File: config.mk
export PLATFORM = sky130hd
export DESIGN_NAME = ddr_bank_tracker
export DESIGN_NICKNAME = d
export VERILOG_FILES = /design/src/rtl/bktrk_pkg.sv /design/src/rtl/bktrk_cmd_decode.sv /design/src/rtl/bktrk_power_fsm.sv /design/src/rtl/bktrk_bank_array.sv /design/src/rtl/ddr_bank_tracker.sv
export SDC_FILE = /design/constraint.sdc
export NUM_CORES = 1
export LEC_CHECK = 0
export ABC_AREA = 1
export BUFFER_PORTS_ARGS = -buffer_cell sky130_fd_sc_hd__buf_2
export CAP_MARGIN = 15
export CORE_MARGIN = 5
export CORE_UTILIZATION = 49
export DETAILED_ROUTE_END_ITERATION = 6
export PLACE_DENSITY = 0.76
export REMOVE_ABC_BUFFERS = 1
export SLEW_MARGIN = 30
export SYNTH_ARGS = -nofsm -noshare
export SYNTH_HDL_FRONTEND = slang
export SYNTH_HIERARCHICAL = 1
export SYNTH_SLANG_ARGS = --single-unit
export TNS_END_PERCENT = 50
File: constraint.sdc
create_clock -name clk -period 1.7 [get_ports clk]
set_clock_uncertainty 0.1 [all_clocks]
set_input_delay 0.255 -clock clk [delete_from_list [all_inputs] [get_ports clk]]
set_output_delay 0.255 -clock clk [all_outputs]
set_load 0.005 [all_outputs]
File: src/rtl/bktrk_pkg.sv
package bktrk_pkg;

  typedef enum logic [2:0] {
    CMD_DESEL,
    CMD_NOP,
    CMD_ACT,
    CMD_RD,
    CMD_WR,
    CMD_PRE,
    CMD_REF,
    CMD_MRS
  } cmd_e;

  typedef enum logic [1:0] {
    PM_NORMAL   = 2'd0,
    PM_PRE_PD   = 2'd1,
    PM_ACT_PD   = 2'd2,
    PM_SELF_REF = 2'd3
  } pmode_e;

endpackage

File: src/rtl/bktrk_cmd_decode.sv
module bktrk_cmd_decode
  import bktrk_pkg::*;
(
  input  logic cs_n,
  input  logic ras_n,
  input  logic cas_n,
  input  logic we_n,
  output cmd_e cmd
);

  always_comb begin
    if (cs_n) begin
      cmd = CMD_DESEL;
    end else begin
      case ({ras_n, cas_n, we_n})
        3'b011:  cmd = CMD_ACT;
        3'b101:  cmd = CMD_RD;
        3'b100:  cmd = CMD_WR;
        3'b010:  cmd = CMD_PRE;
        3'b001:  cmd = CMD_REF;
        3'b000:  cmd = CMD_MRS;
        default: cmd = CMD_NOP;
      endcase
    end
  end

endmodule

File: src/rtl/bktrk_power_fsm.sv
module bktrk_power_fsm
  import bktrk_pkg::*;
(
  input  logic       clk,
  input  logic       rst_n,
  input  logic       cke,
  input  cmd_e       cmd,
  input  logic       any_open,
  output pmode_e     mode_q,
  output logic [1:0] mode_out,
  output logic       live
);

  pmode_e mode_d;

  always_comb begin
    mode_d = mode_q;
    case (mode_q)
      PM_NORMAL: begin
        if (!cke) begin
          if (cmd == CMD_REF && !any_open) mode_d = PM_SELF_REF;
          else if (any_open)               mode_d = PM_ACT_PD;
          else                             mode_d = PM_PRE_PD;
        end
      end
      default: begin
        if (cke) mode_d = PM_NORMAL;
      end
    endcase
  end

  always_ff @(posedge clk or negedge rst_n) begin
    if (!rst_n) mode_q <= PM_NORMAL;
    else        mode_q <= mode_d;
  end

  assign live     = (mode_q == PM_NORMAL) && cke;
  assign mode_out = (mode_q == PM_SELF_REF && cke) ? PM_NORMAL : mode_q;

  // precharge power-down is only ever held with every bank idle
  a_r6_pre_pd_idle: assert property (@(posedge clk) disable iff (!rst_n)
    (mode_q == PM_PRE_PD) |-> !any_open);

  // self refresh is only ever held with every bank idle
  a_r7_sr_idle: assert property (@(posedge clk) disable iff (!rst_n)
    (mode_q == PM_SELF_REF) |-> !any_open);

  // a low-power mode persists while clock enable stays low
  a_r8_pd_hold: assert property (@(posedge clk) disable iff (!rst_n)
    (mode_q != PM_NORMAL && !cke) |=> (mode_q == $past(mode_q)));

endmodule

File: src/rtl/bktrk_bank_array.sv
module bktrk_bank_array
  import bktrk_pkg::*;
#(
  parameter int NUM_BANKS = 4,
  parameter int BA_W      = $clog2(NUM_BANKS)
) (
  input  logic                 clk,
  input  logic                 rst_n,
  input  logic                 live,
  input  cmd_e                 cmd,
  input  logic [BA_W-1:0]      ba,
  input  logic                 a10,
  output logic [NUM_BANKS-1:0] open_q,
  output logic                 misuse
);

  logic [NUM_BANKS-1:0] open_d;
  logic                 upd_en;
  logic                 sel_open;

  assign sel_open = open_q[ba];
  assign upd_en   = live && (cmd == CMD_ACT || cmd == CMD_PRE);

  for (genvar g = 0; g < NUM_BANKS; g++) begin : g_bank
    logic hit;
    assign hit = (ba == BA_W'(g));

    always_comb begin
      open_d[g] = open_q[g];
      if (cmd == CMD_ACT && hit)          open_d[g] = 1'b1;
      if (cmd == CMD_PRE && (a10 || hit)) open_d[g] = 1'b0;
    end

    always_ff @(posedge clk or negedge rst_n) begin
      if (!rst_n)      open_q[g] <= 1'b0;
      else if (upd_en) open_q[g] <= open_d[g];
    end
  end

  assign misuse = live && ((cmd == CMD_ACT && sel_open) ||
                           ((cmd == CMD_RD || cmd == CMD_WR) && !sel_open));

  // precharge with a10 high leaves no bank open
  a_r3_pre_all: assert property (@(posedge clk) disable iff (!rst_n)
    (live && cmd == CMD_PRE && a10) |=> (open_q == '0));

  // an accepted activate leaves the addressed bank open
  a_r2_act_opens: assert property (@(posedge clk) disable iff (!rst_n)
    (live && cmd == CMD_ACT) |=> open_q[$past(ba)]);

  // access to an idle bank does not change bank state
  a_r4_idle_access: assert property (@(posedge clk) disable iff (!rst_n)
    (live && (cmd == CMD_RD || cmd == CMD_WR)) |=> $stable(open_q));

endmodule

File: src/rtl/ddr_bank_tracker.sv
module ddr_bank_tracker
  import bktrk_pkg::*;
#(
  parameter int NUM_BANKS = 4,
  localparam int BA_W     = $clog2(NUM_BANKS)
) (
  input  logic                 clk,
  input  logic                 rst_n,
  input  logic                 cs_n,
  input  logic                 ras_n,
  input  logic                 cas_n,
  input  logic                 we_n,
  input  logic [BA_W-1:0]      ba,
  input  logic                 a10,
  input  logic                 cke,
  output logic [NUM_BANKS-1:0] bank_open,
  output logic [1:0]           pwr_mode,
  output logic                 mrs_wr,
  output logic                 mrs_sel,
  output logic                 err
);

  cmd_e   cmd;
  pmode_e mode_q;
  logic   live;
  logic   misuse;
  logic   access_drop;
  logic   mrs_go;
  logic   err_d;

  bktrk_cmd_decode u_dec (
    .cs_n (cs_n),
    .ras_n(ras_n),
    .cas_n(cas_n),
    .we_n (we_n),
    .cmd  (cmd)
  );

  bktrk_bank_array #(.NUM_BANKS(NUM_BANKS), .BA_W(BA_W)) u_banks (
    .clk   (clk),
    .rst_n (rst_n),
    .live  (live),
    .cmd   (cmd),
    .ba    (ba),
    .a10   (a10),
    .open_q(bank_open),
    .misuse(misuse)
  );

  bktrk_power_fsm u_pwr (
    .clk     (clk),
    .rst_n   (rst_n),
    .cke     (cke),
    .cmd     (cmd),
    .any_open(|bank_open),
    .mode_q  (mode_q),
    .mode_out(pwr_mode),
    .live    (live)
  );

  assign access_drop = (mode_q == PM_NORMAL) && !cke &&
                       (cmd == CMD_RD || cmd == CMD_WR);
  assign err_d  = err | misuse | access_drop;
  assign mrs_go = live && (cmd == CMD_MRS) && (ba <= BA_W'(1));

  always_ff @(posedge clk or negedge rst_n) begin
    if (!rst_n) begin
      err     <= 1'b0;
      mrs_wr  <= 1'b0;
      mrs_sel <= 1'b0;
    end else begin
      err    <= err_d;
      mrs_wr <= mrs_go;
      if (mrs_go) mrs_sel <= ba[0];
    end
  end

  // a deselected cycle changes no bank and writes no mode register
  a_r1_cs_mask: assert property (@(posedge clk) disable iff (!rst_n)
    cs_n |=> ($stable(bank_open) && !mrs_wr));

  // a strobe only follows a selected mode-register write
  a_r5_mrs_src: assert property (@(posedge clk) disable iff (!rst_n)
    mrs_wr |-> $past(!cs_n && !ras_n && !cas_n && !we_n));

  // the error flag never clears outside reset
  a_r12_err_sticky: assert property (@(posedge clk) disable iff (!rst_n)
    err |=> err);

endmodule

# Word level (Yosys, flattened, before mapping)

Index checks and enable logic that the tools add are counted.

Input bits: 10
Output and inout port bits: 9
Register bits: 9

Muxes and demuxes: 18
Bitwise operators: 2
Reductions and logical operators: 43
Order comparisons: 2
Equal/unequal tests: 16

Operators by type and width:

| kind               | count |
|---|---|
| $logic_and 1x1->1  | 19 |
| $eq 3x3->1 const B | 6 |
| $pmux 3 s6         | 1 |
| $eq 3x2->1 const B | 4 |
| $mux 2             | 6 |
| $reduce_and 2->1   | 5 |
| $reduce_bool 2->1  | 5 |
| $mux 1             | 9 |
| $logic_or 1x1->1   | 7 |
| $eq 2x2->1 const B | 3 |
| $logic_not 2->1    | 2 |
| $reduce_or 4->1    | 1 |
| $eq 3x1->1 const B | 1 |
| $logic_not 1->1    | 3 |
| $logic_not 3->1    | 1 |
| $lt 2x3->1 const B | 1 |
| $mux 3             | 1 |
| $bmux 1 s2         | 1 |
| $eq 2x1->1 const B | 1 |
| $le 2x1->1 const B | 1 |
| $ne 2x2->1 const B | 1 |
| $or 1x1->1         | 2 |

# Logic depth before layout (Yosys ltp)

Depth after elaboration: 10
Gate-level depth with buffers: 12
Depth with buffers taken out: 12

# Cells and area by module

Netlist, hierarchy kept.

By module, submodules not included:

| module           | area an instance (um2) | times used | seq. area each (um2) | cells each |
|---|---|---|---|---|
| bktrk_bank_array | 314.1                  | 1          | 100.1                | 50 |
| ddr_bank_tracker | 163.9                  | 1          | 75.1                 | 22 |
| bktrk_power_fsm  | 140.1                  | 1          | 50.0                 | 18 |
| bktrk_cmd_decode | 56.3                   | 1          | 0.0                  | 15 |

# Least setup slack after synthesis

OpenSTA, ideal clock, no wires.

Path type: input -> register
Start point: input ras_n
End point: register err
Data required time: 1.483 ns
Stages: 10
Setup time: 0.117 ns
Setup slack: 0.216 ns
Path buffers: 0
Arrival: 1.267 ns
Path through: nor2_1 > nor2_1 > nor2_1 > o21ai_0 > nand2_1 > nand3_1 > nand2_1 > nor2_1 > nor2_1 > nand2_1

Cells in the longest elaborated chain, start to end: 10
Elaborated cells between the ends (all ways): 19
Classes of those cells: eq/ne (8); mux (2); bitwise (2); reduce/logical (7)

Ends and longest elaborated chain:

| item                                            | RTL line               | RTL |
|---|---|---|
| start: declaration                              | ddr_bank_tracker.sv:10 | `input logic ras_n,` |
| $eq 3x1->1, or another cell as far along        | bktrk_cmd_decode.sv:15 | `case ({ras_n, cas_n, we_n})` |
| $pmux 3 s6 (*)                                  | bktrk_cmd_decode.sv:15 |  |
| $mux 3 (*)                                      | bktrk_cmd_decode.sv:12 | `if (cs_n) begin` |
| via cmd[1]                                      | ddr_bank_tracker.sv:23 | `cmd_e cmd;` |
| $eq 3x2->1 / $eq 3x3->1 (equally long branches) | bktrk_bank_array.sv:41 | `((cmd == CMD_RD \|\| cmd == CMD_WR) && !sel_open));` |
| $logic_or 1x1->1                                | bktrk_bank_array.sv:41 |  |
| $logic_and 1x1->1                               | bktrk_bank_array.sv:41 |  |
| $logic_or 1x1->1 (*)                            | bktrk_bank_array.sv:40 | `assign misuse = live && ((cmd == CMD_ACT && sel_open) \|\|` |
| $logic_and 1x1->1 (*)                           | bktrk_bank_array.sv:40 |  |
| via misuse                                      | ddr_bank_tracker.sv:26 | `logic misuse;` |
| $or 1x1->1 (*) (2 in a row)                     | ddr_bank_tracker.sv:63 | `assign err_d = err \| misuse \| access_drop;` |
| via err_d                                       | ddr_bank_tracker.sv:29 | `logic err_d;` |
| end signal: assignment                          | ddr_bank_tracker.sv:72 | `err <= err_d;` |
| end: declaration                                | ddr_bank_tracker.sv:20 | `output logic err` |

The timed path passes the listed nets; every way through them passes the cells marked *.
A chain may end at the register's enable or synchronous reset.

# Final worst setup path

Start point: register u_pwr.mode_q[0]
End point: register u_banks.open_q[0]

Cells in the longest elaborated chain, start to end: 4

Ends and longest elaborated chain:

| item                           | RTL line               | RTL |
|---|---|---|
| start: declaration             | bktrk_power_fsm.sv:9   | `output pmode_e mode_q,` |
| start signal: assignment       | bktrk_power_fsm.sv:34  | `else mode_q <= mode_d;` |
| $logic_not 2->1                | bktrk_power_fsm.sv:37  | `assign live = (mode_q == PM_NORMAL) && cke;` |
| $logic_and 1x1->1              | bktrk_power_fsm.sv:37  |  |
| via live                       | ddr_bank_tracker.sv:25 | `logic live;` |
| $logic_and 1x1->1              | bktrk_bank_array.sv:22 | `assign upd_en = live && (cmd == CMD_ACT \|\| cmd == CMD_PRE);` |
| $reduce_and 2->1 (no line)     | -                      |  |
| end signal: indexed assignment | bktrk_bank_array.sv:36 | `else if (upd_en) open_q[g] <= open_d[g];` |
| end: declaration               | bktrk_bank_array.sv:13 | `output logic [NUM_BANKS-1:0] open_q,` |

The timed path passes the listed nets, and every way through them passes these cells.

==> results_dict.tcl <==
set metrics [dict create \
    viasPerCell 4.70 \
    vias 686 \
    final_cell_mix "nand2_1, nor2_1, buf_2" \
    leakagePower_nw 0.486 \
    synth_cells 105 \
    chipHeight_um 47.1 \
    finalMaxSlewViolations 0 \
    grt_max_degree 10 \
    min_path_type "input port to register" \
    final_hold_viol_count 0 \
    drtIter0Drc 22 \
    crit_required_ns 1.79 \
    areaGrowthSynthToFinish_pct 24.9 \
    h-tree-depth 1 \
    fin_crit_ns 1.41 \
    numCtsBuffers 3 \
    power_density_nw_per_um2 1160 \
    cap_viol_max_count 0 \
    layout_commonest_cell "nand2_1" \
    io_pins 19 \
    core_area_um2 1300 \
    first_pass_iters 4 \
    synth_largest_area_cell "dfrtp_1" \
    synth_cell_type_count 19 \
    grtUsageMet3 0.0383 \
    final-setup-viol-count 0 \
    regArea_um2 225 \
    dp.final_hpwl_mm 1.10 \
    antenna_cells 0 \
    multi_input_area_um2 393 \
    cts_resized 0 \
    worstMarginPinSlew_ns 0.212 \
    worstPathArrival_ns 1.50 \
    maxSlewHeadroom 0.859 \
    clk_path_buf_depth 2 \
    crit_path_max_fanout 5 \
    worstSetupPathType "register to register" \
    cp-start-kind "register" \
    cts_sinks 9 \
    crit_path_end_kind "register" \
    grt.total_usage 0.158 \
    grt_pass1_vias 584 \
    grt.overflow.total 0 \
    cts_hold_buf 1 \
    placed_area_um2 806 \
    max_clock_freq_mhz 712 \
    finalCritPeriodShare 0.827 \
    rsz0062_at_grt "false" \
    fin_nets 143 \
    clk_pin_slew_ns 0.06 \
    root_buffer "clkbuf_4" \
    fill_cells 128 \
    seq_area_frac_synth 0.334 \
    drc 0 \
    antenna_found_initial 0 \
    fin_ws_ns 0.295 \
    netlist_area_um2 674 \
    clk-insertion-delay-late_ns 0.26 \
    fin_tns_setup_ns 0 \
    postLayoutCellArea_um2 842 \
    preCtsSetupSlack_ns 0.189 \
    yosys-top-cells-area "dfrtp_1, nand2_1, nor2_1" \
    synth_top_area_share 0.334 \
    grt_use_met2 0.209 \
    ant_nets 0 \
    grt_pass1_wl_mm 2.45 \
    die_w_um 47.1 \
    post_cts_buffers 0 \
    status "complete, no violations" \
    drive_gt1_frac 0.260 \
    ys_ff_latch 9 \
    wl_per_cell_um 9.49 \
    rrSetupSlack_ns 0.29 \
    gr-usage-met1 0.236 \
    port_buffers 18 \
    max-vdd-ir-drop_mv 1.00 \
    yosysWarnings 6 \
    place.gp.congestion 0.818 \
    routed_wl_mm 1.39 \
    std_cell_rows 13 \
    dieArea_um2 2220 \
    syn_area_per_cell_um2 6.42 \
    tritoncts "done" \
    busiest_layer "met1" \
    fin_util 0.647 \
    start_util 0.518 \
]
per-stage QoR:
stage / power [mW] / cells / hold WS, ns
2_1_floorplan: 0.670 / 105 / -0.141
3_3_place_gp: 0.810 / 141 / 0.0161
3_5_place_dp: 0.821 / 141 / 0.0152
4_1_cts: 0.996 / 146 / 0.180
5_1_grt: 1.10 / 146 / 0.192
6_report: 0.981 / 146 / 0.187
logic make-up after synthesis:
family,share of synthesized area
DFF,0.334
AOI/OAI and AO/OA,0.0872
adders and majority gates,0.0185
and+or+nand+nor,0.477
buffers and inverters,0.0835
critical path: stages, from the launching register on:
cell and delay, ns:
dfrtp_1 0.43, nor2_2 0.14, ha_1 0.23, inv_1 0.09, nor2_4 0.16, nand2_1 0.07, a21oi_1 0.11
path summary, 6_finish.rpt:
path                                        startpoint                            end  cells after the start
setup reg to reg           u_pwr/mode_q[0]$_DFFE_PN0P_  u_banks/open_q[0]$_DFFE_PN0P_                      6
hold / removal                                     cke                  err$_DFF_PN0_                      4
min in group asynchronous                        rst_n  u_banks/open_q[2]$_DFFE_PN0P_                      2
hold reg to reg                          err$_DFF_PN0_                  err$_DFF_PN0_                      2
setup / recovery           u_pwr/mode_q[0]$_DFFE_PN0P_  u_banks/open_q[0]$_DFFE_PN0P_                      6
max in group asynchronous                        rst_n  u_banks/open_q[3]$_DFFE_PN0P_                      2
power by group:
group          internal, mW  switching, mW
combinational         0.201          0.244
sequential            0.288         0.0821
clock                0.0905         0.0753
routing by layer:
layer / vias to the layer above / part of all wire
li1: 374 / -
met1: 293 / 0.52
met2: 17 / 0.41
met3: 2 / 0.053
met4: 0 / 0.0094
met5: - / 0
final cells by class:
type | instances | share of cell area
clock buffer | 4 | 0.0312
inverter | 15 | 0.0669
multi-input combinational | 81 | 0.467
sequential | 9 | 0.267
tap | 15 | 0.0223
timing repair buffer | 22 | 0.146
state kept, by name, summed over array words and instances, names as in the netlist:
signal and cells:
err 1, mrs_sel 1, mrs_wr 1, u_banks/open_q 4, u_pwr/mode_q 2
cell usage after synthesis:
cell type and instances:
o21ai_0 1, a21boi_1 2, nor3_1 1, nor2_4 2, nand3b_4 1, nand3_1 5, dfrtp_1 9, inv_2 1
nor2_2 1, nand2_1 29, o21ai_2 1, nor2_1 27, nand3_2 1, o21ai_1 1, a21oi_1 5, ha_1 1
inv_1 14, nand2_2 2, nor3_2 1
(Power assumes the default switching activity.)
